### src/rtl/fst_pkg.sv
package fst_pkg;
  localparam logic [2:0] CMD_PROG   = 3'd1;
  localparam logic [2:0] CMD_ERASE  = 3'd2;
  localparam logic [2:0] CMD_SUSP   = 3'd3;
  localparam logic [2:0] CMD_RESUME = 3'd4;
  localparam logic [2:0] CMD_CLEAR  = 3'd5;

  typedef enum logic [1:0] {ST_IDLE, ST_RUN, ST_SPEND, ST_PARK} fst_state_e;
  typedef enum logic {OP_PROG, OP_ERASE} fst_op_e;

  // suspend latency in clock cycles for a given clock rate and time window
  function automatic int susp_latency(input int mhz, input int us);
    int v;
    v = mhz * us;
    return (v < 1) ? 1 : v;
  endfunction
endpackage

### src/rtl/fst_cmd_gate.sv
module fst_cmd_gate
  import fst_pkg::*;
(
  input  logic       cmd_valid,
  input  logic [2:0] cmd_code,
  input  fst_state_e state,
  input  logic       lock_pending,
  input  logic       blk_locked,
  input  logic       vpp_ok,
  output logic       ev_start,
  output fst_op_e    ev_kind,
  output logic       ev_fail_pending,
  output logic       ev_lock_abort,
  output logic       ev_vpp_abort,
  output logic       ev_susp_req,
  output logic       ev_resume,
  output logic       ev_clear
);
  logic is_write, write_idle;

  always_comb begin
    is_write   = cmd_valid && (cmd_code == CMD_PROG || cmd_code == CMD_ERASE);
    write_idle = is_write && (state == ST_IDLE);
    ev_kind    = (cmd_code == CMD_ERASE) ? OP_ERASE : OP_PROG;
    ev_fail_pending = write_idle && lock_pending;
    ev_lock_abort   = write_idle && !lock_pending && blk_locked;
    ev_vpp_abort    = write_idle && !lock_pending && !blk_locked && !vpp_ok;
    ev_start        = write_idle && !lock_pending && !blk_locked && vpp_ok;
    ev_susp_req     = cmd_valid && cmd_code == CMD_SUSP && state == ST_RUN;
    ev_resume       = cmd_valid && cmd_code == CMD_RESUME && state == ST_PARK;
    ev_clear        = cmd_valid && cmd_code == CMD_CLEAR;
  end
endmodule

### src/rtl/fst_op_timer.sv
module fst_op_timer #(
  parameter int CNT_W = 16,
  parameter int LAT   = 500
) (
  input  logic             clk,
  input  logic             rst_n,
  input  logic             load,
  input  logic [CNT_W-1:0] load_len,
  input  logic             run,
  input  logic             susp_arm,
  input  logic             lat_active,
  output logic             op_done,
  output logic             susp_hit
);
  localparam int LAT_W = $clog2(LAT + 1);

  logic [CNT_W-1:0] rem;
  logic [LAT_W-1:0] lat;

  // zero-length requests still take one work cycle
  function automatic logic [CNT_W-1:0] eff_len(input logic [CNT_W-1:0] n);
    return (n == '0) ? CNT_W'(1) : n;
  endfunction

  assign op_done  = run && (rem == CNT_W'(1));
  assign susp_hit = lat_active && (lat == LAT_W'(1)) && !op_done;

  always_ff @(posedge clk) begin
    if (!rst_n) begin
      rem <= '0;
      lat <= '0;
    end else begin
      if (load)     rem <= eff_len(load_len);
      else if (run) rem <= rem - CNT_W'(1);
      if (susp_arm)                       lat <= LAT_W'(LAT);
      else if (lat_active && lat != '0)   lat <= lat - LAT_W'(1);
    end
  end

  AST_REM_LIVE: assert property (@(posedge clk) disable iff (!rst_n)
    run |-> (rem != '0));
endmodule

### src/rtl/fst_err_flags.sv
module fst_err_flags (
  input  logic clk,
  input  logic rst_n,
  input  logic set_prog,
  input  logic set_erase,
  input  logic set_vpp,
  input  logic set_lock,
  input  logic clear,
  output logic prog_q,
  output logic erase_q,
  output logic vpp_q,
  output logic lock_q
);
  always_ff @(posedge clk) begin
    if (!rst_n || clear) begin
      prog_q  <= 1'b0;
      erase_q <= 1'b0;
      vpp_q   <= 1'b0;
      lock_q  <= 1'b0;
    end else begin
      if (set_prog)  prog_q  <= 1'b1;
      if (set_erase) erase_q <= 1'b1;
      if (set_vpp)   vpp_q   <= 1'b1;
      if (set_lock)  lock_q  <= 1'b1;
    end
  end

  AST_LOCK_STICKY: assert property (@(posedge clk) disable iff (!rst_n)
    (lock_q && !clear) |=> lock_q);
  AST_CLEAR_ZEROES: assert property (@(posedge clk) disable iff (!rst_n)
    clear |=> !(prog_q || erase_q || vpp_q || lock_q));
endmodule

### src/rtl/pe_status_tracker.sv
module pe_status_tracker
  import fst_pkg::*;
#(
  parameter int CNT_W   = 16,
  parameter int CLK_MHZ = 100,
  parameter int SUSP_US = 5
) (
  input  logic             clk,
  input  logic             rst_n,
  input  logic             cmd_valid,
  input  logic [2:0]       cmd_code,
  input  logic             blk_locked,
  input  logic             vpp_ok,
  input  logic [CNT_W-1:0] prog_cycles,
  input  logic [CNT_W-1:0] erase_cycles,
  output logic [7:0]       status,
  output logic             busy,
  output logic             suspended,
  output logic             error
);
  localparam int LAT = susp_latency(CLK_MHZ, SUSP_US);

  fst_state_e state;
  fst_op_e    kind;
  logic ev_start, ev_fail_pending, ev_lock_abort, ev_vpp_abort;
  logic ev_susp_req, ev_resume, ev_clear;
  fst_op_e ev_kind;
  logic op_done, susp_hit;
  logic prog_q, erase_q, vpp_q, lock_q;
  logic set_fail;

  fst_cmd_gate u_gate (
    .cmd_valid, .cmd_code, .state, .lock_pending(lock_q), .blk_locked, .vpp_ok,
    .ev_start, .ev_kind, .ev_fail_pending, .ev_lock_abort, .ev_vpp_abort,
    .ev_susp_req, .ev_resume, .ev_clear
  );

  fst_op_timer #(.CNT_W(CNT_W), .LAT(LAT)) u_timer (
    .clk, .rst_n,
    .load(ev_start),
    .load_len((ev_kind == OP_ERASE) ? erase_cycles : prog_cycles),
    .run(state == ST_RUN || state == ST_SPEND),
    .susp_arm(ev_susp_req && !op_done),
    .lat_active(state == ST_SPEND),
    .op_done, .susp_hit
  );

  assign set_fail = ev_fail_pending || ev_vpp_abort;

  fst_err_flags u_err (
    .clk, .rst_n,
    .set_prog(set_fail && ev_kind == OP_PROG),
    .set_erase(set_fail && ev_kind == OP_ERASE),
    .set_vpp(ev_vpp_abort),
    .set_lock(ev_lock_abort),
    .clear(ev_clear),
    .prog_q, .erase_q, .vpp_q, .lock_q
  );

  always_ff @(posedge clk) begin
    if (!rst_n) begin
      state <= ST_IDLE;
      kind  <= OP_PROG;
    end else begin
      unique case (state)
        ST_IDLE:  if (ev_start) begin
                    state <= ST_RUN;
                    kind  <= ev_kind;
                  end
        ST_RUN:   if (op_done)          state <= ST_IDLE;
                  else if (ev_susp_req) state <= ST_SPEND;
        ST_SPEND: if (op_done)          state <= ST_IDLE;
                  else if (susp_hit)    state <= ST_PARK;
        ST_PARK:  if (ev_resume)        state <= ST_RUN;
        default:                        state <= ST_IDLE;
      endcase
    end
  end

  logic parked;
  assign parked = (state == ST_PARK);
  assign status = {state == ST_IDLE || parked,
                   parked && kind == OP_ERASE,
                   erase_q, prog_q, vpp_q,
                   parked && kind == OP_PROG,
                   lock_q, 1'b0};
  assign busy      = !status[7];
  assign suspended = status[6] | status[2];
  assign error     = status[5] | status[4] | status[3] | status[1];

  AST_RESUME_RUNS: assert property (@(posedge clk) disable iff (!rst_n)
    ev_resume |=> (busy && !suspended));
  AST_LATE_SUSP_DONE: assert property (@(posedge clk) disable iff (!rst_n)
    (state == ST_SPEND && op_done) |=> (!busy && !suspended));
  AST_NO_START_PENDING: assert property (@(posedge clk) disable iff (!rst_n)
    (ev_fail_pending || ev_lock_abort) |=> !busy);
  AST_CLEAR_KEEPS_PARK: assert property (@(posedge clk) disable iff (!rst_n)
    (ev_clear && parked && !ev_resume) |=> (suspended && !busy));
  AST_PARK_READY: assert property (@(posedge clk) disable iff (!rst_n)
    $rose(suspended) |-> $past(state == ST_SPEND && susp_hit));
endmodule

### config.mk
export PLATFORM = sky130hd
export DESIGN_NAME = pe_status_tracker
export DESIGN_NICKNAME = d
export VERILOG_FILES = /design/src/rtl/fst_pkg.sv /design/src/rtl/fst_cmd_gate.sv /design/src/rtl/fst_op_timer.sv /design/src/rtl/fst_err_flags.sv /design/src/rtl/pe_status_tracker.sv
export SDC_FILE = /design/constraint.sdc
export NUM_CORES = 1
export LEC_CHECK = 0
export ABC_AREA = 1
export BUFFER_PORTS_ARGS = -buffer_cell sky130_fd_sc_hd__buf_4
export CAP_MARGIN = 20
export CORE_ASPECT_RATIO = 1.2
export CORE_MARGIN = 1
export CORE_UTILIZATION = 49
export DETAILED_ROUTE_END_ITERATION = 16
export GPL_ROUTABILITY_DRIVEN = 1
export PLACE_DENSITY = 0.73
export RECOVER_POWER = 50
export SLEW_MARGIN = 20
export SYNTH_ARGS = -nofsm -noshare
export SYNTH_HDL_FRONTEND = slang
export SYNTH_SLANG_ARGS = --single-unit
### constraint.sdc
create_clock -name clk -period 4.8 [get_ports clk]
set_input_delay 0.24 -clock clk [delete_from_list [all_inputs] [get_ports clk]]
set_output_delay 0.24 -clock clk [all_outputs]
set_load 0.005 [all_outputs]
After elaboration in Yosys (flattened, before gate mapping)

Index checks and enable logic that the tools add are counted.

Register bits: 32
Output and inout bits: 11

$add $sub $neg: 2
Equal/unequal tests: 14
Mux-type cells: 14
Bitwise logic cells: 7
Reduce and logical (&&, ||, !) cells: 41

Operators by type and width:

| operator                                                                 | number |
|---|---|
| 16-bit 2-to-1 mux                                                        | 4 |
| 1-bit logical AND                                                        | 22 |
| 9-bit 2-to-1 mux                                                         | 2 |
| 16-bit by 1-bit == test with 1-bit output (second input constant)        | 1 |
| 16-bit zero test                                                         | 1 |
| 16-bit by 1-bit subtractor with 16-bit output (second input constant)    | 1 |
| 2-bit 2-to-1 mux                                                         | 6 |
| 9-bit by 1-bit == test with 1-bit output (second input constant)         | 1 |
| 9-bit nonzero test                                                       | 1 |
| 9-bit by 1-bit subtractor with 9-bit output (second input constant)      | 1 |
| 2-bit case mux with 4 select lines                                       | 1 |
| 3-bit by 2-bit == test with 1-bit output (second input constant)         | 2 |
| 3-bit == test (second input constant)                                    | 2 |
| 1-bit zero test                                                          | 6 |
| 1-bit logical OR                                                         | 5 |
| 2-bit == test (second input constant)                                    | 2 |
| 2-bit inequality test (second input constant)                            | 2 |
| 1-bit OR                                                                 | 4 |
| 4-bit AND reduction                                                      | 1 |
| 2-bit nonzero test                                                       | 2 |
| 3-bit by 1-bit == test with 1-bit output (second input constant)         | 1 |
| 3-bit by 2-bit inequality test with 1-bit output (second input constant) | 1 |
| 3-bit inequality test (second input constant)                            | 1 |
| 1-bit NOT                                                                | 3 |
| other kinds (5)                                                          | 5 |

Longest topological paths before layout

Gate-level depths: netlist of run 1.

Depth in word-level cells: 9
Mapped depth: 13

By module

Synthesis of run 1 repeated with hierarchy kept, for this count alone.

Cells, all modules: 422
Area, all modules: 2,558.7 µm²

Modules (own cells, without submodules):

| module            | times used | cells each | area each (µm²) |
|---|---|---|---|
| fst_op_timer      | 1          | 265        | 1,667.8 |
| pe_status_tracker | 1          | 116        | 635.6 |
| fst_cmd_gate      | 1          | 27         | 135.1 |
| fst_err_flags     | 1          | 14         | 120.1 |

Worst setup path after synthesis of run 1

Ideal clock, no wire load.

Kind: register to register
From: reg state[0]
To: reg u_timer.lat[5]
Setup time: 0.120 ns
Arrival time: 1.543 ns
Data required time: 4.680 ns
Setup slack: 3.137 ns
Cell stages (with the launch flop): 10
Buffers on the path: 0
Period minus slack after synthesis: 1.663 ns
Path through: dfxtp_1 > inv_1 > ha_1 > nand3_1 > nor2_1 > nand4_2 > nand2_1 > inv_1 > a211oi_1 > nor2_1

Word-level cells in the longest chain between the ends: 6
Elaborated cells between the ends (all ways): 10
Those cells by class: eq/ne: 2; mux: 1; reduce/logical: 7

Ends and longest elaborated chain:

| element                                                                   | line                                                                 | text |
|---|---|---|
| start: declaration                                                        | pe_status_tracker.sv:23                                              | `fst_state_e state;` |
| start signal: assignment                                                  | pe_status_tracker.sv:62                                              | `state <= ST_IDLE;` |
| start signal: assignment                                                  | pe_status_tracker.sv:67                                              | `state <= ST_RUN;` |
| start signal: assignment                                                  | pe_status_tracker.sv:70                                              | `ST_RUN: if (op_done) state <= ST_IDLE;` |
| 2-bit by 1-bit == test with 1-bit output or 2-bit == test (tied branches) | fst_cmd_gate.sv:29, pe_status_tracker.sv:42, pe_status_tracker.sv:44 |  |
| 1-bit logical OR                                                          | pe_status_tracker.sv:42                                              | `.run(state == ST_RUN \|\| state == ST_SPEND),` |
| 1-bit logical AND                                                         | fst_op_timer.sv:25                                                   | `assign op_done = run && (rem == CNT_W'(1));` |
| 1-bit zero test                                                           | pe_status_tracker.sv:43                                              | `.susp_arm(ev_susp_req && !op_done),` |
| 1-bit logical AND                                                         | pe_status_tracker.sv:43                                              |  |
| 9-bit 2-to-1 mux or 2-bit nonzero test (tied branches)                    | -                                                                    |  |
| end signal: assignment                                                    | fst_op_timer.sv:35                                                   | `if (susp_arm) lat <= LAT_W'(LAT);` |
| end signal: assignment                                                    | fst_op_timer.sv:36                                                   | `else if (lat_active && lat != '0) lat <= lat - LAT_W'(1);` |
| end: declaration                                                          | fst_op_timer.sv:18                                                   | `logic [LAT_W-1:0] lat;` |

Parallel ways exist; a longest one is shown, timed or not.
A chain may end at the register's enable or synchronous reset.

Worst setup path after layout of run 1

From: in cmd_code[0]
To: reg u_timer.rem[14]

Word-level cells in the longest chain between the ends: 8
Elaborated cells between the ends (all ways): 14
Those cells by class: eq/ne: 2; mux: 4; reduce/logical: 8

Ends and longest elaborated chain:

| element                                                                   | line                    | text |
|---|---|---|
| start: declaration                                                        | pe_status_tracker.sv:11 | `input logic [2:0] cmd_code,` |
| parallel branches: the longest is 8 deep, another holds 16-bit 2-to-1 mux | -                       |  |
| end signal: assignment                                                    | fst_op_timer.sv:33      | `if (load) rem <= eff_len(load_len);` |
| end signal: assignment                                                    | fst_op_timer.sv:34      | `else if (run) rem <= rem - CNT_W'(1);` |
| end: declaration                                                          | fst_op_timer.sv:17      | `logic [CNT_W-1:0] rem;` |

Several ways; the timed one is not identified.

==> flow_metrics.tcl, run 1 <==
set metrics [dict create \
    worst_setup_path_end_kind "flip-flop" \
    p_leak_nw 1.35 \
    grt_setup_unrepaired "false" \
    grt_pass1_wl_mm 9.67 \
    critPathRequiredTime_ps 4960 \
    cts.sinks 32 \
    cts_tree "built" \
    slew_violations 0 \
    antenna_left 0 \
    grt_antenna_before_repair 0 \
    grt_pass1_vias 2169 \
    synth_top_area_frac 0.273 \
    cts_setup_buffers 0 \
    rows 27 \
    final.min_clock_period_ps 3190 \
    ys.flop_type "dfxtp_1" \
    synth_nets 421 \
    syn_inst 373 \
    p_per_area_nw_per_um2 492 \
    initial_core_util 0.511 \
    synth_area_um2 2350 \
    clk_pin_slew_ps 60 \
    synth_edf_count 0 \
    crit_fanout 21 \
    peakVddDrop_mv 0.188 \
    cp.arrival_ps 3350 \
    clk_latency_ps 290 \
    final_hold_viol_count 0 \
    die_y_um 77.8 \
    hold_buffers 0 \
    outcome "completed" \
    core-area_um2 4590 \
    vias 2471 \
    ys_ff_latch 32 \
    start_kind "input pin" \
    synth.area.top_cells "dfxtp_1 (27%), nand2_1 (16%), nand3_1 (6.4%)" \
    routed_wl_mm 5.90 \
    wl_per_cell_um 12.5 \
    place_hpwl_mm 4.67 \
    cap_violations 0 \
    clock-root-buffer "clkbuf_8" \
    final_cell_mix "nand2_1 (100), nor2_1 (40), buf_4 (39)" \
    final_common_cell "nand2_1" \
    cts_inserted_buffers 5 \
    fin_worst_skew_ps 9.42 \
    clock.fmax_mhz 313 \
    max_slew.worst_pin.slew_ps 745 \
    portBuffers 49 \
    postLayoutCoreUtil 0.606 \
    cp_cell_sequence "buf_4 > inv_1 > nand3_1 > o21ai_0 > nand2_1 > inv_1 > nand3_1 > nand2_1 > inv_2 > a31oi_1 > a21oi_1" \
    syn_area_per_cell_um2 6.30 \
    pin_count 51 \
    path_delay_family "simple AND/OR/NAND/NOR gates" \
    cts_max_level 2 \
    hold_slack_ps 293 \
    cpPeakStageDelay_ps 750 \
    fin_crit_sh 0.665 \
    place_congestion 0.844 \
    drive_gt1_frac 0.193 \
    synthArstFlopShare 0 \
    grt_max_degree 22 \
    yosys.cell_types.count 36 \
    drtIter0Drc 98 \
    slew_headroom 0.502 \
    firstDrtPassIters 4 \
    critical-path-slowest-cell "nand2_1" \
    grt_overflow 0 \
    ctsResizeCount 0 \
    via_per_inst 5.22 \
    cp.buffers_inverters 4 \
    grtUsageTotal 0.243 \
    drcViolationCount 0 \
    n_antenna_cell 0 \
    hold_class "input pin to flip-flop" \
    synth_top_cell_by_area "dfxtp_1" \
    area_delta_synth_final_pct 18.5 \
    finalSetupViolations 0 \
    ys_warn_count 0 \
    die_x_um 65.2 \
    clockBufferDepth 2 \
    critPathKind "input pin to flip-flop" \
    dieArea_um2 5080 \
    seq_area_frac_synth 0.273 \
    tns_ps 0 \
    fin_nets 462 \
]
[layer usage]
| metal | track usage | routed length [um] | vias up |
|---|---|---|---|
| li1 | - | - | 1283 |
| met1 | 0.294 | 2550 | 1123 |
| met2 | 0.434 | 3050 | 58 |
| met3 | 0.0324 | 234 | 7 |
| met4 | 0.0783 | 70 | 0 |
| met5 | 0 | 0 | - |
[kinds of logic (layout without fill, tap and decap cells)]
group / after synthesis / count (layout) / share of synthesized area
buf+inv: 54 / 96 / 0.109
fa+ha+maj: 8 / 8 / 0.0426
other cells: 1 / 1 / 0.00160
compound gates: 64 / 64 / 0.149
simple gates: 205 / 205 / 0.392
xor+xnor: 9 / 9 / 0.0336
flops: 32 / 32 / 0.273
[where the power goes]
group          internal [mW]  switching, mW  total [mW]
clock network          0.183          0.100       0.283
registers              0.331         0.0642       0.395
logic                  0.276          0.414       0.690
total                  0.790          0.579        1.37
[worst min-delay path, stage by stage]
cell	delay, ps
buf_4	90
nand3b_1	120
a21oi_1	70
[registers in the layout, summed over array words and instances (netlist names)]
| register | cells |
|---|---|
| u_timer.lat | 9 |
| kind | 1 |
| u_err.lock_q | 1 |
| u_err.prog_q | 1 |
| state | 2 |
| u_err.erase_q | 1 |
| u_err.vpp_q | 1 |
| u_timer.rem | 16 |
[cells in the mapped netlist, types with 3 or more instances]
cell and n:
nor2_2 9, buf_4 9, nand2_2 6, dfxtp_1 32, xor2_1 5, a211oi_1 4, a21oi_1 26, o21ai_1 9
nor2_1 40, o21ai_0 16, inv_2 5, nand3_1 30, nand4_1 6, xnor2_1 4, nand2_1 100, o211ai_1 3
ha_1 8, a31oi_1 3, inv_1 33
[worst paths after layout]
| path | slack (ps) | endpoint | from | cells past startpoint |
|---|---|---|---|---|
| setup / recovery | 1610 | u_timer.rem[14]$_SDFFE_PN0P_ | cmd_code[0] | 11 |
| hold / removal | 290 | u_err.vpp_q$_SDFFE_PP0P_ | vpp_ok | 3 |
| setup reg to reg | 1960 | u_timer.rem[1]$_SDFFE_PN0P_ | state[0]$_SDFFE_PN0P_ | 11 |
| hold reg to reg | 470 | u_timer.lat[8]$_SDFFE_PN0P_ | u_timer.lat[8]$_SDFFE_PN0P_ | 2 |
[per-stage QoR]
stage                     setup slack [ps]  instance area, um^2  power [mW]  cells
after floorplan                       3140                 2350       0.939    373
after global placement                2310                 2680        1.08    465
after detailed placement              2240                 2680        1.09    465
after CTS                             2490                 2810        1.38    473
after global routing                  1220                 2780        1.49    473
final                                 1610                 2780        1.37    473
[layout make-up]
cell class,instances,area (um^2)
tap,58,72.6
sequential,32,641
timing repair buffer,49,368
multi-input combinational,287,1430
fill,482,1810
clock buffer,7,96.3
inverter,39,148
clock inverter,1,30.0
(Power assumes the default switching activity.)
==> inputs of run 2 (changes only) <==
--- a/config.mk
+++ b/config.mk
@@ -13,7 +13,7 @@
 export CORE_UTILIZATION = 49
 export DETAILED_ROUTE_END_ITERATION = 16
 export GPL_ROUTABILITY_DRIVEN = 1
-export PLACE_DENSITY = 0.73
+export PLACE_DENSITY = 0.76
 export RECOVER_POWER = 50
 export SLEW_MARGIN = 20
 export SYNTH_ARGS = -nofsm -noshare
==> constraint.sdc (replaced) <==
create_clock -name clk -period 2.9 [get_ports clk]
set_input_delay 0.145 -clock clk [delete_from_list [all_inputs] [get_ports clk]]
set_output_delay 0.145 -clock clk [all_outputs]
set_load 0.005 [all_outputs]
==> run 2 against run 1 <==
  * Sequential power up 66%
  * Non-clock buffer count up 2
  * Combinational power increased by 68%
  * Cell area fell by 0.27%
  * Critical path depth is the same
  * Count of clock-buffer cells in the layout rose by 1
  * Via count rose by 1.5%
  * Worst hold slack got worse by 81 ps
  * First-iteration DRC count up 47%
  * Die area unchanged
  * Flip-flop and latch count did not move
==> flow_metrics.tcl, run 2 (same netlist as run 1, synthesis figures left out) <==
set metrics [dict create \
    outcome "completed" \
    swShare 0.447 \
    p_per_area_nw_per_um2 783 \
    core-area_um2 4590 \
    die_x_um 65.2 \
    grt_antenna_before_repair 0 \
    clk_pin_slew_ps 60 \
    final_common_cell "nand2_1" \
    fin_worst_skew_ps 4.96 \
    cp.arrival_ps 2260 \
    grt_pass1_vias 2335 \
    ff2ff_setup_slack_ps 820 \
    crit_fanout 18 \
    power_frac_comb 0.534 \
    cp_cell_sequence "inv_1 > ha_1 > nand2_1 > inv_1 > nand2_1 > inv_1 > nand3_4 > nand2_1 > buf_4 > o21ai_0 > a21oi_1" \
    cts.sinks 32 \
    grt_pass1_wl_mm 10.2 \
    clock.fmax_mhz 480 \
    pwr-share-seq 0.302 \
    p_leak_nw 1.34 \
    min_path_cells 3 \
    largest_reg_flops 16 \
    final_cell_mix "nand2_1 (100), buf_4 (41), nor2_1 (40)" \
    final_hold_viol_count 0 \
    area_delta_synth_final_pct 18.2 \
    clock-root-buffer "clkbuf_8" \
    top_register "u_timer.rem" \
    fin_crit_sh 0.718 \
    cts_inserted_buffers 5 \
    clockBufferDepth 2 \
    ctsResizeCount 0 \
    cts_max_level 2 \
    grt_overflow 0 \
    routed_wl_mm 5.79 \
    fillers 481 \
    reg2reg_from "state[0]$_SDFFE_PN0P_" \
    fin_nets 464 \
    via_per_inst 5.28 \
    reg_top3 "u_timer.rem (16), u_timer.lat (9), state (2)" \
    postLayoutCoreUtil 0.604 \
    slew_violations 0 \
    drcViolationCount 0 \
    start_kind "flip-flop" \
    grtUsageTotal 0.252 \
    hold_class "input pin to flip-flop" \
    finalSetupViolations 0 \
    worst_setup_path_end_kind "flip-flop" \
    die_y_um 77.8 \
    reg2reg_depth 11 \
    clk_latency_ps 280 \
    dieArea_um2 5080 \
    hold_buffers 0 \
    hold_start "vpp_ok" \
    peakVddDrop_mv 0.237 \
    drtIter0Drc 144 \
    grt_max_degree 21 \
    portBuffers 49 \
    pin_count 51 \
    wl_per_cell_um 12.2 \
    place_congestion 0.899 \
    regToRegEndpoint "u_timer.rem[2]$_SDFFE_PN0P_" \
    rows 27 \
    place_hpwl_mm 4.58 \
    intPower_mw 1.20 \
    power.switching_uw 971 \
    firstDrtPassIters 4 \
    antenna_left 0 \
    power_frac_clock 0.164 \
    initial_core_util 0.511 \
    tns_ps 0 \
    regArea_um2 641 \
    critical-path-slowest-cell "dfxtp_1" \
    cts_setup_buffers 0 \
    drive_gt1_frac 0.197 \
    critPathKind "flip-flop to flip-flop" \
    grt_setup_unrepaired "false" \
    cts_tree "built" \
    multiInputGateArea_um2 1450 \
    vias 2507 \
    n_antenna_cell 0 \
    cap_violations 0 \
    final.min_clock_period_ps 2080 \
    min_to "u_err.vpp_q$_SDFFE_PP0P_" \
    cpPeakStageDelay_ps 390 \
    critPathRequiredTime_ps 3070 \
]
## run 2: cell count changes in the layout (fill, tap and decap cells not counted), sizes merged
cell,before,now
buf,39,41
bufinv,1,0
clkbuf,17,18
clkinv,0,1
clkinvlp,1,0
## run 2: area by class of cell
type	instances	area share
Multi-Input combinational cell	287	0.521
Sequential cell	32	0.231
Tap cell	58	0.0261
Clock buffer	8	0.0324
Timing Repair Buffer	51	0.137
Inverter	39	0.0532
## run 2: how the worst max path moves through the flow
stage          cells after the start  slack, ps             startpoint                            to
2_1_floorplan                      9       1240  state[0]$_SDFFE_PN0P_   u_timer.lat[5]$_SDFFE_PN0P_
3_3_place_gp                      11        940  state[0]$_SDFFE_PN0P_  u_timer.rem[15]$_SDFFE_PN0P_
3_5_place_dp                       7        870  state[0]$_SDFFE_PN0P_  u_timer.rem[15]$_SDFFE_PN0P_
4_1_cts                            7        840  state[0]$_SDFFE_PN0P_   u_timer.rem[2]$_SDFFE_PN0P_
5_1_grt                           11        570  state[0]$_SDFFE_PN0P_   u_timer.rem[2]$_SDFFE_PN0P_
6_report                          11        820  state[0]$_SDFFE_PN0P_   u_timer.rem[2]$_SDFFE_PN0P_
## run 2: power groups by stage
stage	combinational, mW	clock [mW]	sequential, mW
finish	1.16	0.356	0.657
global route	1.33	0.380	0.675
CTS	1.17	0.362	0.654
detailed placement	1.16	0	0.662
global placement	1.13	0	0.660
floorplan	0.919	0	0.636
## run 2: routing by layer
metal / track usage / vias up / wire length [um]
met4: 0.0804 / 0 / 87
met2: 0.443 / 78 / 2890
met1: 0.305 / 1128 / 2520
li1: - / 1292 / -
met5: 0 / - / 0
met3: 0.0382 / 9 / 289
## run 2: through the flow
stage	power [mW]	cell area [um^2]	std cells	hold WS [ps]	worst slack [ps]
5_1_grt	2.38	2780	475	235	574
4_1_cts	2.18	2790	475	203	844
2_1_floorplan	1.55	2350	373	344	1240
3_5_place_dp	1.82	2700	467	476	872
3_3_place_gp	1.79	2700	467	454	945
6_report	2.18	2780	475	212	818
## run 2: worst max-delay path, delay by kind of cell (launching register included)
family | cells | cell delay [ps]
flip-flops | 1 | 390
adder cells (fa/ha/maj) | 1 | 220
AO/OA/AOI/OAI | 2 | 220
buffers and inverters | 4 | 500
AND/OR/NAND/NOR | 4 | 650
==> inputs of run 3 (changes only) <==
--- a/config.mk
+++ b/config.mk
@@ -13,7 +13,7 @@
 export CORE_UTILIZATION = 49
 export DETAILED_ROUTE_END_ITERATION = 16
 export GPL_ROUTABILITY_DRIVEN = 1
-export PLACE_DENSITY = 0.76
+export PLACE_DENSITY = 0.73
 export RECOVER_POWER = 50
 export SLEW_MARGIN = 20
 export SYNTH_ARGS = -nofsm -noshare
==> constraint.sdc (replaced) <==
create_clock -name clk -period 1.92 [get_ports clk]
set_input_delay 0.096 -clock clk [delete_from_list [all_inputs] [get_ports clk]]
set_output_delay 0.096 -clock clk [all_outputs]
set_load 0.005 [all_outputs]
==> run 3 against run 2 <==
  * Sequential share of layout area down 0.66 points
  * Wire length up 6.6%
  * Combinational power up 63%
  * Sequential power up 51%
  * Die area unchanged
  * Clock skew up 2.0 ps
  * Cell area up 2.9%
  * Total power up 58%
  * Count of clock-buffer cells in the layout down 2
  * Setup slack worse by 680 ps
  * Largest cell class unchanged
  * Largest power group unchanged
==> flow_metrics.tcl, run 3 (same netlist as run 1, synthesis figures left out) <==
set metrics [dict create \
    outcome "completed" \
    pwr-share-seq 0.289 \
    rows 27 \
    cpPeakStageDelay_ps 390 \
    clockBufferDepth 2 \
    pin_count 51 \
    power_frac_clock 0.159 \
    grt_pass1_vias 2289 \
    cts_max_level 2 \
    hold_start "rst_n" \
    portBuffers 49 \
    post-place-ws_ps 68.9 \
    clock-root-buffer "clkbuf_8" \
    place_hpwl_mm 4.89 \
    largest_reg_flops 16 \
    fin_worst_skew_ps 6.97 \
    ff2ff_setup_slack_ps 140 \
    grt_max_degree 21 \
    cap_violations 0 \
    stdcell_count 482 \
    cp_cell_sequence "inv_1 > ha_4 > nand3_1 > nor2_1 > nand4_2 > nand3_1 > o21ai_1 > nor2_4 > nand2_1 > nand2_1 > nor2_1" \
    slew_headroom 0.659 \
    grtUsageTotal 0.256 \
    fin_nets 471 \
    power_frac_comb 0.552 \
    final_common_cell "nand2_1" \
    cts.sinks 32 \
    peakVddDrop_mv 0.767 \
    firstDrtPassIters 5 \
    p_per_area_nw_per_um2 1200 \
    min_path_cells 3 \
    p_total_mw 3.43 \
    clk_pin_slew_ps 70 \
    min_to "state[1]$_SDFFE_PN0P_" \
    drcViolationCount 0 \
    crit_fanout 5 \
    vias 2563 \
    hold_class "input pin to flip-flop" \
    cp.arrival_ps 1970 \
    die_y_um 77.8 \
    start_kind "flip-flop" \
    fin_crit_sh 0.927 \
    top_register "u_timer.rem" \
    wl_per_cell_um 12.8 \
    grt_overflow 0 \
    finalSetupViolations 0 \
    place_congestion 0.915 \
    critPathKind "flip-flop to flip-flop" \
    clk_latency_ps 290 \
    final_cell_mix "nand2_1 (99), buf_4 (51), nor2_1 (40)" \
    slew_violations 0 \
    dp.cells 474 \
    cts_inserted_buffers 5 \
    clock.fmax_mhz 562 \
    dieArea_um2 5080 \
    max_slew.worst_pin.slew_ps 508 \
    swShare 0.442 \
    die_x_um 65.2 \
    grt_pass1_wl_mm 10.0 \
    final.min_clock_period_ps 1780 \
    n_antenna_cell 0 \
    intPower_mw 1.92 \
    initial_core_util 0.511 \
    drtIter0Drc 148 \
    tns_ps 0 \
    power.switching_mw 1.52 \
    regToRegEndpoint "state[0]$_SDFFE_PN0P_" \
    critPathRequiredTime_ps 2110 \
    grt_antenna_before_repair 0 \
    cts_tree "built" \
    reg_top3 "u_timer.rem (16), u_timer.lat (9), state (2)" \
    routed_wl_mm 6.17 \
    worst_setup_path_end_kind "flip-flop" \
    p_leak_nw 1.38 \
    reg2reg_depth 11 \
    reg2reg_from "state[1]$_SDFFE_PN0P_" \
    final_hold_viol_count 0 \
    core-area_um2 4590 \
    drive_gt1_frac 0.224 \
    via_per_inst 5.32 \
    layout_setup_ws_ps 140 \
    antenna_left 0 \
    area_delta_synth_final_pct 21.7 \
    critical-path-slowest-cell "dfxtp_1" \
]
-- run 3: layout make-up --
class	instances	area [um^2]
sequential	32	641
tap	58	72.6
clock buffer	6	82.6
fill	477	1740
inverter	39	148
timing repair buffer	58	432
clock inverter	2	10.0
multi-input combinational	287	1470
-- run 3: power by group through the flow --
stage	Sequential, mW	Clock [mW]	Combinational (mW)
6_report	0.993	0.547	1.89
3_3_place_gp	0.995	0	1.82
5_1_grt	1.01	0.579	2.14
4_1_cts	0.988	0.558	1.85
2_1_floorplan	0.960	0	1.39
3_5_place_dp	0.998	0	1.84
-- run 3: layer usage --
| metal | up-vias | global-route usage | share of wire |
|---|---|---|---|
| li1 | 1309 | - | - |
| met1 | 1154 | 0.307 | 0.42 |
| met2 | 89 | 0.433 | 0.50 |
| met3 | 11 | 0.0632 | 0.059 |
| met4 | 0 | 0.0913 | 0.020 |
| met5 | - | 0 | 0 |
-- run 3: what timing repair did --
item / in CTS / in global routing
hold buffers: 0 / 0
setup endpoints to repair: 0 / 8
resized for setup: 0 / 3
buffers inserted: 0 / 0
-- run 3: per-stage QoR --
step / cell area (um^2) / hold WS [ps] / utilization
floorplan: 2350 / 295 / -
global placement: 2750 / 455 / 0.598
detailed placement: 2750 / 456 / 0.598
CTS: 2840 / 151 / 0.618
global route: 2860 / 165 / 0.622
finish: 2860 / 160 / 0.622
-- run 3: how the worst max path moves through the flow --
stage                                startpoint  slack, ps                           to
after floorplan           state[0]$_SDFFE_PN0P_        260  u_timer.lat[5]$_SDFFE_PN0P_
after global placement    state[0]$_SDFFE_PN0P_        140  u_timer.lat[6]$_SDFFE_PN0P_
after detailed placement  state[0]$_SDFFE_PN0P_         70  u_timer.lat[5]$_SDFFE_PN0P_
after CTS                 state[0]$_SDFFE_PN0P_         60  u_timer.lat[5]$_SDFFE_PN0P_
after global routing      state[1]$_SDFFE_PN0P_         -4        state[0]$_SDFFE_PN0P_
final                     state[1]$_SDFFE_PN0P_        140        state[0]$_SDFFE_PN0P_
-- run 3: critical path: cells and delay by family (launching register included) --
kind                       cells  cell delay (ps)
and+or+nand+nor                8              770
DFF                            1              390
adders and majority gates      1              310
buffers and inverters          1              110
AOI/OAI and AO/OA              1              100
